$ cat config.mk
export PLATFORM = sky130hd
export DESIGN_NAME = pw_parity_guard
export DESIGN_NICKNAME = d
export VERILOG_FILES = /design/src/rtl/pwpg_pkg.sv /design/src/rtl/pwpg_rx_check.sv /design/src/rtl/pwpg_perr_drv.sv /design/src/rtl/pwpg_sticky.sv /design/src/rtl/pwpg_par_gen.sv /design/src/rtl/pw_parity_guard.sv
export SDC_FILE = /design/constraint.sdc
export NUM_CORES = 1
export LEC_CHECK = 0
export BUFFER_PORTS_ARGS = -buffer_cell sky130_fd_sc_hd__buf_2
export CORE_UTILIZATION = 40
export CTS_CLUSTER_SIZE = 20
export DETAILED_ROUTE_END_ITERATION = 10
export PLACE_DENSITY_LB_ADDON = 0.25
export SLEW_MARGIN = 20
export SYNTH_ARGS = -nofsm -noshare
export SYNTH_HDL_FRONTEND = slang
export SYNTH_SLANG_ARGS = --single-unit
$ cat constraint.sdc
create_clock -name clk -period 2.45 [get_ports clk]
set_input_delay 0.49 -clock clk [delete_from_list [all_inputs] [get_ports clk]]
set_output_delay 0.49 -clock clk [all_outputs]
set_load 0.01 [all_outputs]
$ cat src/rtl/pwpg_pkg.sv
package pwpg_pkg;
  localparam int NSIDE = 2;
  localparam int PRI   = 0;
  localparam int SEC   = 1;

  typedef enum logic [1:0] {
    PD_IDLE    = 2'd0,
    PD_ASSERT  = 2'd1,
    PD_RECOVER = 2'd2
  } perr_st_e;
endpackage

$ cat src/rtl/pwpg_rx_check.sv
module pwpg_rx_check #(
  parameter int DW = 32,
  parameter int BW = DW / 8
) (
  input  logic          clk,
  input  logic          rst_n,
  input  logic          dphase,
  input  logic [DW-1:0] ad,
  input  logic [BW-1:0] cbe_n,
  input  logic          par,
  output logic          flag_vld,
  output logic          flag_bad
);
  logic          ph_q, ph_d;
  logic [DW-1:0] ad_q;
  logic [BW-1:0] cbe_q;
  logic          vld_q, vld_d;
  logic          bad_q, bad_d;
  logic          cap_en;

  // capture enable for the data word, parity arrives one clock later
  always_comb begin
    cap_en = dphase;
    ph_d   = dphase;
    vld_d  = ph_q;
    bad_d  = ph_q & (^{ad_q, cbe_q, par});
  end

  always_ff @(posedge clk or negedge rst_n) begin
    if (!rst_n) begin
      ph_q  <= 1'b0;
      vld_q <= 1'b0;
      bad_q <= 1'b0;
    end else begin
      ph_q  <= ph_d;
      vld_q <= vld_d;
      bad_q <= bad_d;
    end
  end

  always_ff @(posedge clk or negedge rst_n) begin
    if (!rst_n) begin
      ad_q  <= '0;
      cbe_q <= '0;
    end else if (cap_en) begin
      ad_q  <= ad;
      cbe_q <= cbe_n;
    end
  end

  assign flag_vld = vld_q;
  assign flag_bad = bad_q;
endmodule

$ cat src/rtl/pwpg_perr_drv.sv
module pwpg_perr_drv
  import pwpg_pkg::*;
(
  input  logic clk,
  input  logic rst_n,
  input  logic err,
  input  logic resp_en,
  output logic perr_n,
  output logic perr_oe
);
  perr_st_e st_q, st_d;

  always_comb begin
    if (err && resp_en) begin
      st_d = PD_ASSERT;
    end else if (st_q == PD_ASSERT) begin
      st_d = PD_RECOVER;
    end else begin
      st_d = PD_IDLE;
    end
  end

  always_ff @(posedge clk or negedge rst_n) begin
    if (!rst_n) begin
      st_q <= PD_IDLE;
    end else begin
      st_q <= st_d;
    end
  end

  assign perr_n  = (st_q != PD_ASSERT);
  assign perr_oe = (st_q != PD_IDLE);
endmodule

$ cat src/rtl/pwpg_sticky.sv
module pwpg_sticky (
  input  logic clk,
  input  logic rst_n,
  input  logic set,
  input  logic clr,
  output logic q
);
  logic q_r, q_d;

  always_comb begin
    q_d = q_r;
    if (clr) q_d = 1'b0;
    if (set) q_d = 1'b1;
  end

  always_ff @(posedge clk or negedge rst_n) begin
    if (!rst_n) begin
      q_r <= 1'b0;
    end else begin
      q_r <= q_d;
    end
  end

  assign q = q_r;
endmodule

$ cat src/rtl/pwpg_par_gen.sv
module pwpg_par_gen #(
  parameter int DW = 32,
  parameter int BW = DW / 8
) (
  input  logic          clk,
  input  logic          rst_n,
  input  logic          dphase,
  input  logic [DW-1:0] ad,
  input  logic [BW-1:0] cbe_n,
  input  logic          bad,
  output logic          par
);
  logic par_q, par_d;

  always_comb begin
    par_d = (^{ad, cbe_n}) ^ bad;
  end

  always_ff @(posedge clk or negedge rst_n) begin
    if (!rst_n) begin
      par_q <= 1'b0;
    end else if (dphase) begin
      par_q <= par_d;
    end
  end

  assign par = par_q;
endmodule

$ cat src/rtl/pw_parity_guard.sv
module pw_parity_guard
  import pwpg_pkg::*;
#(
  parameter  int DW = 32,
  localparam int BW = DW / 8
) (
  input  logic          clk,
  input  logic          rst_n,
  input  logic          pri_dphase,
  input  logic [DW-1:0] pri_ad,
  input  logic [BW-1:0] pri_cbe_n,
  input  logic          pri_par,
  input  logic          sec_dphase,
  input  logic [DW-1:0] sec_ad,
  input  logic [BW-1:0] sec_cbe_n,
  input  logic          sec_par,
  input  logic          pri_resp_en,
  input  logic          sec_resp_en,
  output logic          pri_perr_n,
  output logic          pri_perr_oe,
  output logic          sec_perr_n,
  output logic          sec_perr_oe,
  output logic          ds_flag_vld,
  output logic          ds_flag_bad,
  output logic          us_flag_vld,
  output logic          us_flag_bad,
  input  logic          sec_tx_dphase,
  input  logic [DW-1:0] sec_tx_ad,
  input  logic [BW-1:0] sec_tx_cbe_n,
  input  logic          sec_tx_bad,
  output logic          sec_tx_par,
  input  logic          pri_tx_dphase,
  input  logic [DW-1:0] pri_tx_ad,
  input  logic [BW-1:0] pri_tx_cbe_n,
  input  logic          pri_tx_bad,
  output logic          pri_tx_par,
  input  logic          sec_mst_wr_act,
  input  logic          sec_tgt_perr_n,
  output logic          pri_err_det,
  output logic          sec_err_det,
  output logic          sec_tgt_err_det,
  input  logic          pri_err_det_clr,
  input  logic          sec_err_det_clr,
  input  logic          sec_tgt_err_det_clr
);
  // asynchronous assert, synchronous release
  logic [1:0] rst_sync_q;
  logic       rst_core_n;

  always_ff @(posedge clk or negedge rst_n) begin
    if (!rst_n) begin
      rst_sync_q <= 2'b00;
    end else begin
      rst_sync_q <= {rst_sync_q[0], 1'b1};
    end
  end
  assign rst_core_n = rst_sync_q[1];

  logic [NSIDE-1:0] rx_dph, rx_par, rx_en, f_vld, f_bad;
  logic [NSIDE-1:0] p_n, p_oe, det, det_clr;
  logic [NSIDE-1:0] tx_dph, tx_bad, tx_par;
  logic [DW-1:0]    rx_ad  [NSIDE];
  logic [BW-1:0]    rx_cbe [NSIDE];
  logic [DW-1:0]    tx_ad  [NSIDE];
  logic [BW-1:0]    tx_cbe [NSIDE];

  assign rx_dph       = {sec_dphase, pri_dphase};
  assign rx_par       = {sec_par, pri_par};
  assign rx_en        = {sec_resp_en, pri_resp_en};
  assign det_clr      = {sec_err_det_clr, pri_err_det_clr};
  assign tx_dph       = {sec_tx_dphase, pri_tx_dphase};
  assign tx_bad       = {sec_tx_bad, pri_tx_bad};
  assign rx_ad[PRI]   = pri_ad;
  assign rx_ad[SEC]   = sec_ad;
  assign rx_cbe[PRI]  = pri_cbe_n;
  assign rx_cbe[SEC]  = sec_cbe_n;
  assign tx_ad[PRI]   = pri_tx_ad;
  assign tx_ad[SEC]   = sec_tx_ad;
  assign tx_cbe[PRI]  = pri_tx_cbe_n;
  assign tx_cbe[SEC]  = sec_tx_cbe_n;

  for (genvar s = 0; s < NSIDE; s++) begin : g_side
    pwpg_rx_check #(.DW(DW), .BW(BW)) u_rx (
      .clk      (clk),
      .rst_n    (rst_core_n),
      .dphase   (rx_dph[s]),
      .ad       (rx_ad[s]),
      .cbe_n    (rx_cbe[s]),
      .par      (rx_par[s]),
      .flag_vld (f_vld[s]),
      .flag_bad (f_bad[s])
    );

    pwpg_perr_drv u_drv (
      .clk     (clk),
      .rst_n   (rst_core_n),
      .err     (f_bad[s]),
      .resp_en (rx_en[s]),
      .perr_n  (p_n[s]),
      .perr_oe (p_oe[s])
    );

    pwpg_sticky u_det (
      .clk   (clk),
      .rst_n (rst_core_n),
      .set   (f_bad[s]),
      .clr   (det_clr[s]),
      .q     (det[s])
    );

    pwpg_par_gen #(.DW(DW), .BW(BW)) u_gen (
      .clk    (clk),
      .rst_n  (rst_core_n),
      .dphase (tx_dph[s]),
      .ad     (tx_ad[s]),
      .cbe_n  (tx_cbe[s]),
      .bad    (tx_bad[s]),
      .par    (tx_par[s])
    );
  end

  logic tgt_set;
  assign tgt_set = sec_mst_wr_act & ~sec_tgt_perr_n & sec_resp_en;

  pwpg_sticky u_tgt_det (
    .clk   (clk),
    .rst_n (rst_core_n),
    .set   (tgt_set),
    .clr   (sec_tgt_err_det_clr),
    .q     (sec_tgt_err_det)
  );

  assign pri_perr_n  = p_n[PRI];
  assign pri_perr_oe = p_oe[PRI];
  assign sec_perr_n  = p_n[SEC];
  assign sec_perr_oe = p_oe[SEC];
  assign ds_flag_vld = f_vld[PRI];
  assign ds_flag_bad = f_bad[PRI];
  assign us_flag_vld = f_vld[SEC];
  assign us_flag_bad = f_bad[SEC];
  assign pri_err_det = det[PRI];
  assign sec_err_det = det[SEC];
  assign pri_tx_par  = tx_par[PRI];
  assign sec_tx_par  = tx_par[SEC];
endmodule

-- Word level (Yosys, flattened, before mapping)
Cells that the tools add are included.
- register bits after elaboration: 89
- latch bits: 0
- RAM bits: 0
- bits in read-only memories: 0
- output and inout port bits: 13
- logic and storage cells: 50
- memories kept: 0
- add/subtract/negate cells: 0
- $mul: 0
- div/mod/pow operators: 0
- order comparisons: 0
- equal/unequal tests: 4
- shift operators: 0
- multiplexer cells: 10
- bitwise logic cells: 7
- reductions and logical operators: 11
- operators by type and width (cell ; number):
    $reduce_xor A37 Y1 ; 2
    $reduce_xor A36 Y1 ; 2
    $reduce_bool A2 Y1 ; 5
    $mux W2 ; 4
    $mux W1 ; 6
    $and A1 B1 Y1 ; 4
    $eq A2 B1 Y1 const B ; 2
    $ne A2 B1 Y1 const B ; 2
    $logic_and A1 B1 Y1 ; 2
    $xor A1 B1 Y1 ; 2
    $not A1 Y1 ; 1

-- Longest topological paths before layout
Gate-level depths: netlist of run 1.
- depth after elaboration: 4
- depth in mapped cells: 6

-- Cells and area by module
A second synthesis of run 1 with hierarchy kept.
- cell total of the unflattened synthesis: 325
- area total of the unflattened synthesis: 4553.1 sq um
- by module, submodules not included (module ; instances ; cells each ; area each (sq um)):
    pwpg_rx_check ; 2 ; 113 ; 1742.9
    pwpg_par_gen ; 2 ; 37 ; 367.9
    pwpg_perr_drv ; 2 ; 6 ; 80.1
    pwpg_sticky ; 3 ; 3 ; 36.3
    pw_parity_guard ; 1 ; 4 ; 62.6

-- Worst setup path before layout of run 1
OpenSTA, ideal clock, no wires.
- kind: input-to-reg
- from: in pri_tx_ad[10]
- to: reg g_side[0].u_gen.par_q
- library setup time: 0.125 ns
- arrival: 1.723 ns
- data required time: 2.325 ns
- slack: 0.602 ns
- stages: 6
- path buffers: 0
- cells stage by stage: xor2_1 > xnor2_1 > xnor2_1 > xnor3_1 > xnor2_1 > mux2_4
- word-level cells in the longest chain between the ends: 2
- ends and longest elaborated chain (item ; RTL line ; text):
    start, declared ; pw_parity_guard.sv:33 ; input logic [DW-1:0] pri_tx_ad,
    $reduce_xor A36 Y1 ; pwpg_par_gen.sv:16 ; par_d = (^{ad, cbe_n}) ^ bad;
    $xor A1 B1 Y1 ; pwpg_par_gen.sv:16 ;
    end signal, assigned ; pwpg_par_gen.sv:23 ; par_q <= par_d;
    end, declared ; pwpg_par_gen.sv:13 ; logic par_q, par_d;
Every way passes these cells.
A chain may end at the register's enable or synchronous reset.

-- Worst setup path in the final report of run 1
- from: reg g_side[0].u_rx.cbe_q[2]
- to: reg g_side[0].u_rx.bad_q
- word-level cells in the longest chain between the ends: 2
- ends and longest elaborated chain (item ; RTL line ; text):
    start, declared ; pwpg_rx_check.sv:16 ; logic [BW-1:0] cbe_q;
    start signal, assigned ; pwpg_rx_check.sv:47 ; cbe_q <= cbe_n;
    $reduce_xor A37 Y1 ; pwpg_rx_check.sv:26 ; bad_d = ph_q & (^{ad_q, cbe_q, par});
    $and A1 B1 Y1 ; pwpg_rx_check.sv:26 ;
    net g_side[0].u_rx.bad_d ; pwpg_rx_check.sv:18 ; logic bad_q, bad_d;
    end signal, assigned ; pwpg_rx_check.sv:33 ; bad_q <= 1'b0;
    end signal, assigned ; pwpg_rx_check.sv:37 ; bad_q <= bad_d;
    end, declared ; pwpg_rx_check.sv:18 ;
The timed path passes the listed nets, and every way through them passes these cells.

==> reports/qor.yml, run 1 <==
status: "complete, no violations"
num_io_pins: 174
met3_length_microns: 531
antennaDiodeCount: 0
first_iter_violations: 73
synthesis.area_sq_um: 4509
drt_wl_total_mm: 7.909
timing.final.hold_violations: 0
setup.worst_path.end_class: "register"
final_wtd_congestion: 0.7237
path_delay_family: "XOR/XNOR gates"
numCtsBuffers: 9
antenna_found_initial: 0
clk_pin_slew_worst_paths_ns: 0.09
int_power_mw: 3.102
critPathMaxStageDelay_ns: 0.40
clkSinkCount: 89
final.setup_skew_ns: 0.004482
synth.largest_area_cell: "dfrtp_1"
die_height_microns: 108.2
detailedRoute.firstPassIterationCount: 4
drc_errors: 0
grt_pass1_wl_mm: 13.57
cts_max_path_buffers: 2
commonest_cells_in_the_synthesized_netlist: "xnor2_1, dfrtp_1, mux2_2"
seq_power_share_pct: 41.3
met1_length_mm: 3.147
final_net_count: 670
max_slew_margin_pct: 64.14
syn_warnings: 0
cts_tree: "yes"
cp_data_required_time_ns: 2.70
sw_frac_of_total_pct: 28.36
cts_resizes: 0
comb_power_share_pct: 37.3
async_reset_ff_share_pct: 100.0
avgViaCountPerCell: 4.459
report.final.slew_viol_count: 0
finalWorstPathRequiredPeriod_ns: 1.757
drive_above_1_share_pct: 52.92
rsz0062_at_grt: "false"
via_count: 2916
number_of_flops_mapped_to_enable_cells_by_yosys: 0
power.leakage_nw: 2.619
clkLatencyLatePin_ns: 0.36
psw_mw: 1.228
placeableCoreArea_sq_um: 10890
crit_path_start_kind: "register"
io_buffer_count: 173
detail-route-antenna-nets: 0
die_width_microns: 108.2
mappedNetlistNets: 490
post-synth-top-area-fraction_pct: 49.39
post-route-period-util_pct: 71.73
yosysMostFrequentCell: "xnor2_1"
holdCritPathClass: "register to async pin"
worst-path-max-fanout: 2
number_of_rows_in_the_core_area: 38
initial_core_util_pct: 41.42
synth_area_per_cell_sq_um: 13.71
netlist-cell-type-count: 17
criticalPathCategory: "register to register"
netlist_top_cells_area: "dfrtp_1, xnor2_1, mux2_2"
yosysSeqAreaShare_pct: 49.39
worstPathArrival_ns: 2.01
largest_net_degree_at_the_start_of_global_routing: 48
max_slew.worst_pin.slew_ns: 0.5379
worst_ir_drop_vdd_mv: 0.3525
critical_path.cell_chain: "xor2_1, xnor2_1, xnor2_2, xnor3_1, xnor2_1, and2_1"
cap_viol_max_count: 0
pwr-share-clk_pct: 21.5
power.density_cell_area_nw_per_um2: 752.7
postSynthRegisterBits: 89
syn2layout_area_growth_pct: 27.55
timing.critical_path.slowest_stage_cell: "dfrtp_1"
dp_hpwl_mm: 6.187
wl_per_cell_microns: 12.09
finalSetupViolCount: 0
sum_of_overflow_across_all_layers_after_global_routing: 0
crit_top_cell: "xnor2_1"
worst_hold_slack_ns: 0.3159
clk_root_buffer_cell: "clkbuf_8"
post_syn_instances: 329
grt_pass1_vias: 3125
finalSetupTns_ns: 0
ctsHtreeMaxLevel: 3
met2_length_mm: 4.085
critical_path_buf_inv_count: 0
global_route.usage.total_pct: 15.08
max_freq_mhz: 569.0
fp.dieArea_sq_um: 11700
synth_top_flop_cell: "dfrtp_1"
dr.max_layer_used: "met4"
registers in the layout (all words and copies together), names as in the netlist:
signal / cells
g_side.u_drv.st_q: 4
u_tgt_det.q: 1
g_side.u_rx.ad_q: 64
g_side.u_rx.ph_q: 2
g_side.u_rx.cbe_q: 8
g_side.u_rx.flag_bad: 2
g_side.u_rx.flag_vld: 2
g_side.u_gen.par: 2
rst_sync_q: 2
g_side.u_det.q: 2
cells by family (layout without fill, tap and decap cells):
family          Yosys count  after routing  share of synthesized area, %
buf+inv                  11            196                        0.9157
compound gates            3              3                        0.4437
xor+xnor                140            140                         29.08
other cells               1              1                       0.08316
mux                      74             74                         18.65
simple gates             11             11                         1.443
flops                    89             89                         49.39
cell type report:
class	instances	area (sq um)
fill	977	5136
multi-input combinational	229	2241
clock buffer	12	155.1
sequential	89	2231
clock inverter	4	27.53
tap	140	175.2
timing repair buffer	177	910.9
inverter	3	11.26
power groups by stage:
| stage | clock [mW] | sequential (mW) | combinational (mW) |
|---|---|---|---|
| 6_report | 0.929 | 1.79 | 1.61 |
| 5_1_grt | 1.03 | 1.82 | 1.77 |
| 4_1_cts | 0.972 | 1.79 | 1.65 |
| 3_5_place_dp | 0 | 1.82 | 1.65 |
| 3_3_place_gp | 0 | 1.81 | 1.61 |
| 2_1_floorplan | 0 | 1.83 | 1.25 |
layout by cell type, fill, tap and decap left out:
cell / instances
xnor2_2: 4
nand2b_1: 2
clkinvlp_4: 3
clkbuf_8: 11
xnor3_1: 4
xor2_1: 20
conb_1: 1
and2_1: 4
nor2_1: 2
mux2_4: 2
xnor2_1: 112
clkbuf_1: 1
o21ai_0: 1
dfrtp_1: 88
or2_2: 2
clkinv_2: 1
dfrtp_4: 1
mux2_2: 72
nand3b_1: 1
buf_4: 2
dlygate4sd3_1: 1
buf_2: 173
inv_1: 3
a21o_1: 2
buf_12: 1
stage by stage:
step	setup WS [ns]	instances	instance area, sq um	total power, mW	util [%]
2_1_floorplan	0.6022	329	4511	3.083	-
3_3_place_gp	0.4404	637	5559	3.421	51.06
3_5_place_dp	0.3852	637	5559	3.467	51.06
4_1_cts	0.6799	654	5752	4.415	52.83
5_1_grt	0.6040	654	5752	4.622	52.83
6_report	0.6926	654	5752	4.330	52.83
final timing paths:
kind,start,to,slack (ns),depth (start not counted)
setup / recovery,g_side[0].u_rx.cbe_q[2],g_side[0].u_rx.flag_bad,0.69,6
setup reg to reg,g_side[0].u_rx.cbe_q[2],g_side[0].u_rx.flag_bad,0.69,6
hold / removal,rst_sync_q[1],g_side[1].u_rx.ad_q[25],0.32,0
hold reg to reg,rst_sync_q[1],g_side[1].u_rx.ad_q[25],0.32,0
min in group clk,sec_tgt_err_det_clr,u_tgt_det.q,0.32,2
max in group asynchronous,rst_sync_q[1],g_side[0].u_drv.st_q[1],1.50,1
metal layers:
| layer | GRT usage (%) | vias up |
|---|---|---|
| li1 | - | 1433 |
| met1 | 16.87 | 1365 |
| met2 | 26.93 | 106 |
| met3 | 3.918 | 12 |
| met4 | 6.458 | 0 |
| met5 | 0 | - |
timing repair:
item	in CTS	in global routing
setup buffers	0	0
hold endpoints to repair	2	0
endpoints found under the setup margin	0	0
hold buffers	1	0
Power figures use the tool's default switching activity.
==> inputs of run 2 (changes only) <==
==> constraint.sdc (replaced) <==
create_clock -name clk -period 1.7 [get_ports clk]
set_input_delay 0.34 -clock clk [delete_from_list [all_inputs] [get_ports clk]]
set_output_delay 0.34 -clock clk [all_outputs]
set_load 0.01 [all_outputs]
==> reports/qor.yml, run 2 (same netlist as run 1, synthesis figures left out) <==
status: "complete, no violations"
finalWorstPathRequiredPeriod_ns: 1.691  # -0.06670 ns
wl_per_cell_microns: 12.11  # +0.15%
timing.critical_path.slowest_stage_cell: "xnor3_1"
rsz0062_at_grt: "true"
numCtsBuffers: 9  # unchanged
syn2layout_area_growth_pct: 29.63
drive_above_1_share_pct: 53.29  # +0.38 points
registers.top_by_ff_count: "g_side.u_rx.ad_q"
final.setup_skew_ns: 0.006671  # +0.002190 ns
holdCritPathClass: "input port to register"
final_wtd_congestion: 0.7524  # +4.0%
drt_wl_total_mm: 7.945  # +0.46%
postPlaceCellArea_sq_um: 5592  # +0.59%
largest_net_degree_at_the_start_of_global_routing: 43  # -10%
worst-path-max-fanout: 2  # unchanged
crit_path_start_kind: "register"
largest_regs: "g_side.u_rx.ad_q: 64 flops, g_side.u_rx.cbe_q: 8 flops, g_side.u_drv.st_q: 4 flops"
sw_frac_of_total_pct: 26.95  # -1.4 points
final_net_count: 672  # +0.30%
worst_r2r_src: "g_side[0].u_rx.ad_q[12]"
clkSinkCount: 89  # unchanged
critPathMaxStageDelay_ns: 0.43  # +0.03 ns
max_freq_mhz: 591.5  # +3.9%
timing.final.hold_violations: 0  # unchanged
antenna_found_initial: 0  # unchanged
antennaDiodeCount: 0  # unchanged
worst_ir_drop_vdd_mv: 0.5954  # +69%
final_cell_mix: "buf_2, xnor2_1, dfrtp_1, mux2_2, xor2_1"
number_of_rows_in_the_core_area: 38  # unchanged
worst_hold_slack_ns: 0.1826  # -0.1332 ns
first_iter_violations: 56  # -23%
detail-route-antenna-nets: 0  # unchanged
report.final.slew_viol_count: 0  # unchanged
psw_mw: 1.755  # +43%
drc_errors: 0  # unchanged
critical_path.cell_chain: "xnor2_2, xnor2_1, xnor2_1, xnor3_1, xnor2_1, and2_1"
power.leakage_nw: 2.671  # +2.0%
finish.instance_area_sq_um: 5846  # +1.6%
power.density_cell_area_nw_per_um2: 1114  # +48%
global_route.usage.total_pct: 15.25  # +0.18 points
seq_power_share_pct: 39.5  # -1.8 points
die_width_microns: 108.2  # unchanged
clk_root_buffer_cell: "clkbuf_8"
post-route-util_pct: 53.69  # +0.86 points
dp_hpwl_mm: 6.310  # +2.0%
cts_max_path_buffers: 2  # unchanged
dpl.cell_count: 638  # +0.16%
die_height_microns: 108.2  # unchanged
cap_viol_max_count: 0  # unchanged
postLayoutSetupSlackWorst_ns: 0.009331  # -0.6833 ns
hold_path.startpoint: "sec_tgt_err_det_clr"
io_buffer_count: 173  # unchanged
fp.dieArea_sq_um: 11700  # unchanged
cp_data_required_time_ns: 1.94  # -0.76 ns
initial_core_util_pct: 41.42  # unchanged
num_io_pins: 174  # unchanged
flip_flop_count_of_the_largest_register_all_copies_and_words_added: 64  # unchanged
worst_setup_path_startpoint: "g_side[0].u_rx.ad_q[12]"
via_count: 2919  # +0.10%
sum_of_overflow_across_all_layers_after_global_routing: 0  # unchanged
grt_pass1_wl_mm: 13.68  # +0.76%
clkLatencyLatePin_ns: 0.35  # about the same
ctsHtreeMaxLevel: 3  # unchanged
placeableCoreArea_sq_um: 10890  # unchanged
clk_pin_slew_worst_paths_ns: 0.08  # about the same
worstPathArrival_ns: 1.93  # -0.08 ns
cts_tree: "yes"
place_ws_ns: -0.1922  # -0.5774 ns
post-route-period-util_pct: 99.45  # +28 points
avgViaCountPerCell: 4.450  # -0.20%
fin_cells: 656  # +0.31%
comb_power_share_pct: 36.1  # -1.2 points
setup.worst_path.end_class: "register"
finalSetupViolCount: 0  # unchanged
crit_top_cell: "xnor2_1"
pwr-share-clk_pct: 24.4  # +2.9 points
int_power_mw: 4.756  # +53%
criticalPathCategory: "register to register"
final_common_cell: "buf_2"
detailedRoute.firstPassIterationCount: 4  # unchanged
grt_pass1_vias: 3104  # -0.67%
-- run 2: layer usage --
layer / wire [microns] / share of wire (%) / up-vias / track usage [%]
met2: 4121 / 52 / 104 / 27.21
met3: 595 / 7.5 / 4 / 4.400
met4: 71 / 0.89 / 0 / 5.577
met1: 3156 / 40 / 1376 / 17.21
met5: 0 / 0 / - / 0
li1: - / - / 1435 / -
-- run 2: metrics by stage --
stage,TNS [ns],total power [mW]
6_report,0,6.511
5_1_grt,-0.1803,6.949
4_1_cts,-0.01608,6.625
3_5_place_dp,-0.4455,4.999
3_3_place_gp,-0.3791,4.940
2_1_floorplan,0,4.444
-- run 2: repair_timing --
item                                    in CTS  in global routing
pin swaps                                   16                  2
hold buffers                                 1                  0
buffers inserted                             1                  0
endpoints found under the setup margin       2                  2
resized for setup                            2                  0
endpoints found under the hold margin        2                  0
gates cloned                                 0                  0
-- run 2: cell type report --
type / count / area (sq um)
sequential: 89 / 2231
clock buffer: 12 / 145.1
fill: 964 / 5042
tap: 140 / 175.2
timing repair buffer: 179 / 950.9
clock inverter: 4 / 76.32
inverter: 3 / 11.26
multi-input combinational: 229 / 2256
-- run 2: power by group through the flow --
| stage | Combinational [mW] | Clock, mW | Sequential [mW] |
|---|---|---|---|
| 2_1_floorplan | 1.81 | 0 | 2.64 |
| 3_5_place_dp | 2.38 | 0 | 2.62 |
| 4_1_cts | 2.40 | 1.64 | 2.58 |
| 5_1_grt | 2.58 | 1.76 | 2.61 |
| 3_3_place_gp | 2.34 | 0 | 2.60 |
| 6_report | 2.35 | 1.59 | 2.57 |
-- run 2: worst max-delay path: cells and delay by family, from the launching register on --
| family | cells | cell delay [ns] |
|---|---|---|
| XOR/XNOR | 5 | 1.03 |
| AND/OR/NAND/NOR | 1 | 0.13 |
| flip-flops | 1 | 0.41 |
-- run 2: worst paths after layout --
kind                                           end  slack (ns)  depth (start not counted)
min in group asynchronous      g_side[1].u_gen.par        0.25                          0
max in group asynchronous   g_side[1].u_rx.ad_q[6]        0.87                          1
max reg2reg                g_side[0].u_rx.flag_bad       0.009                          6
min                                    u_tgt_det.q        0.18                          2
max                        g_side[0].u_rx.flag_bad       0.009                          6
min reg2reg                    g_side[1].u_gen.par        0.25                          0
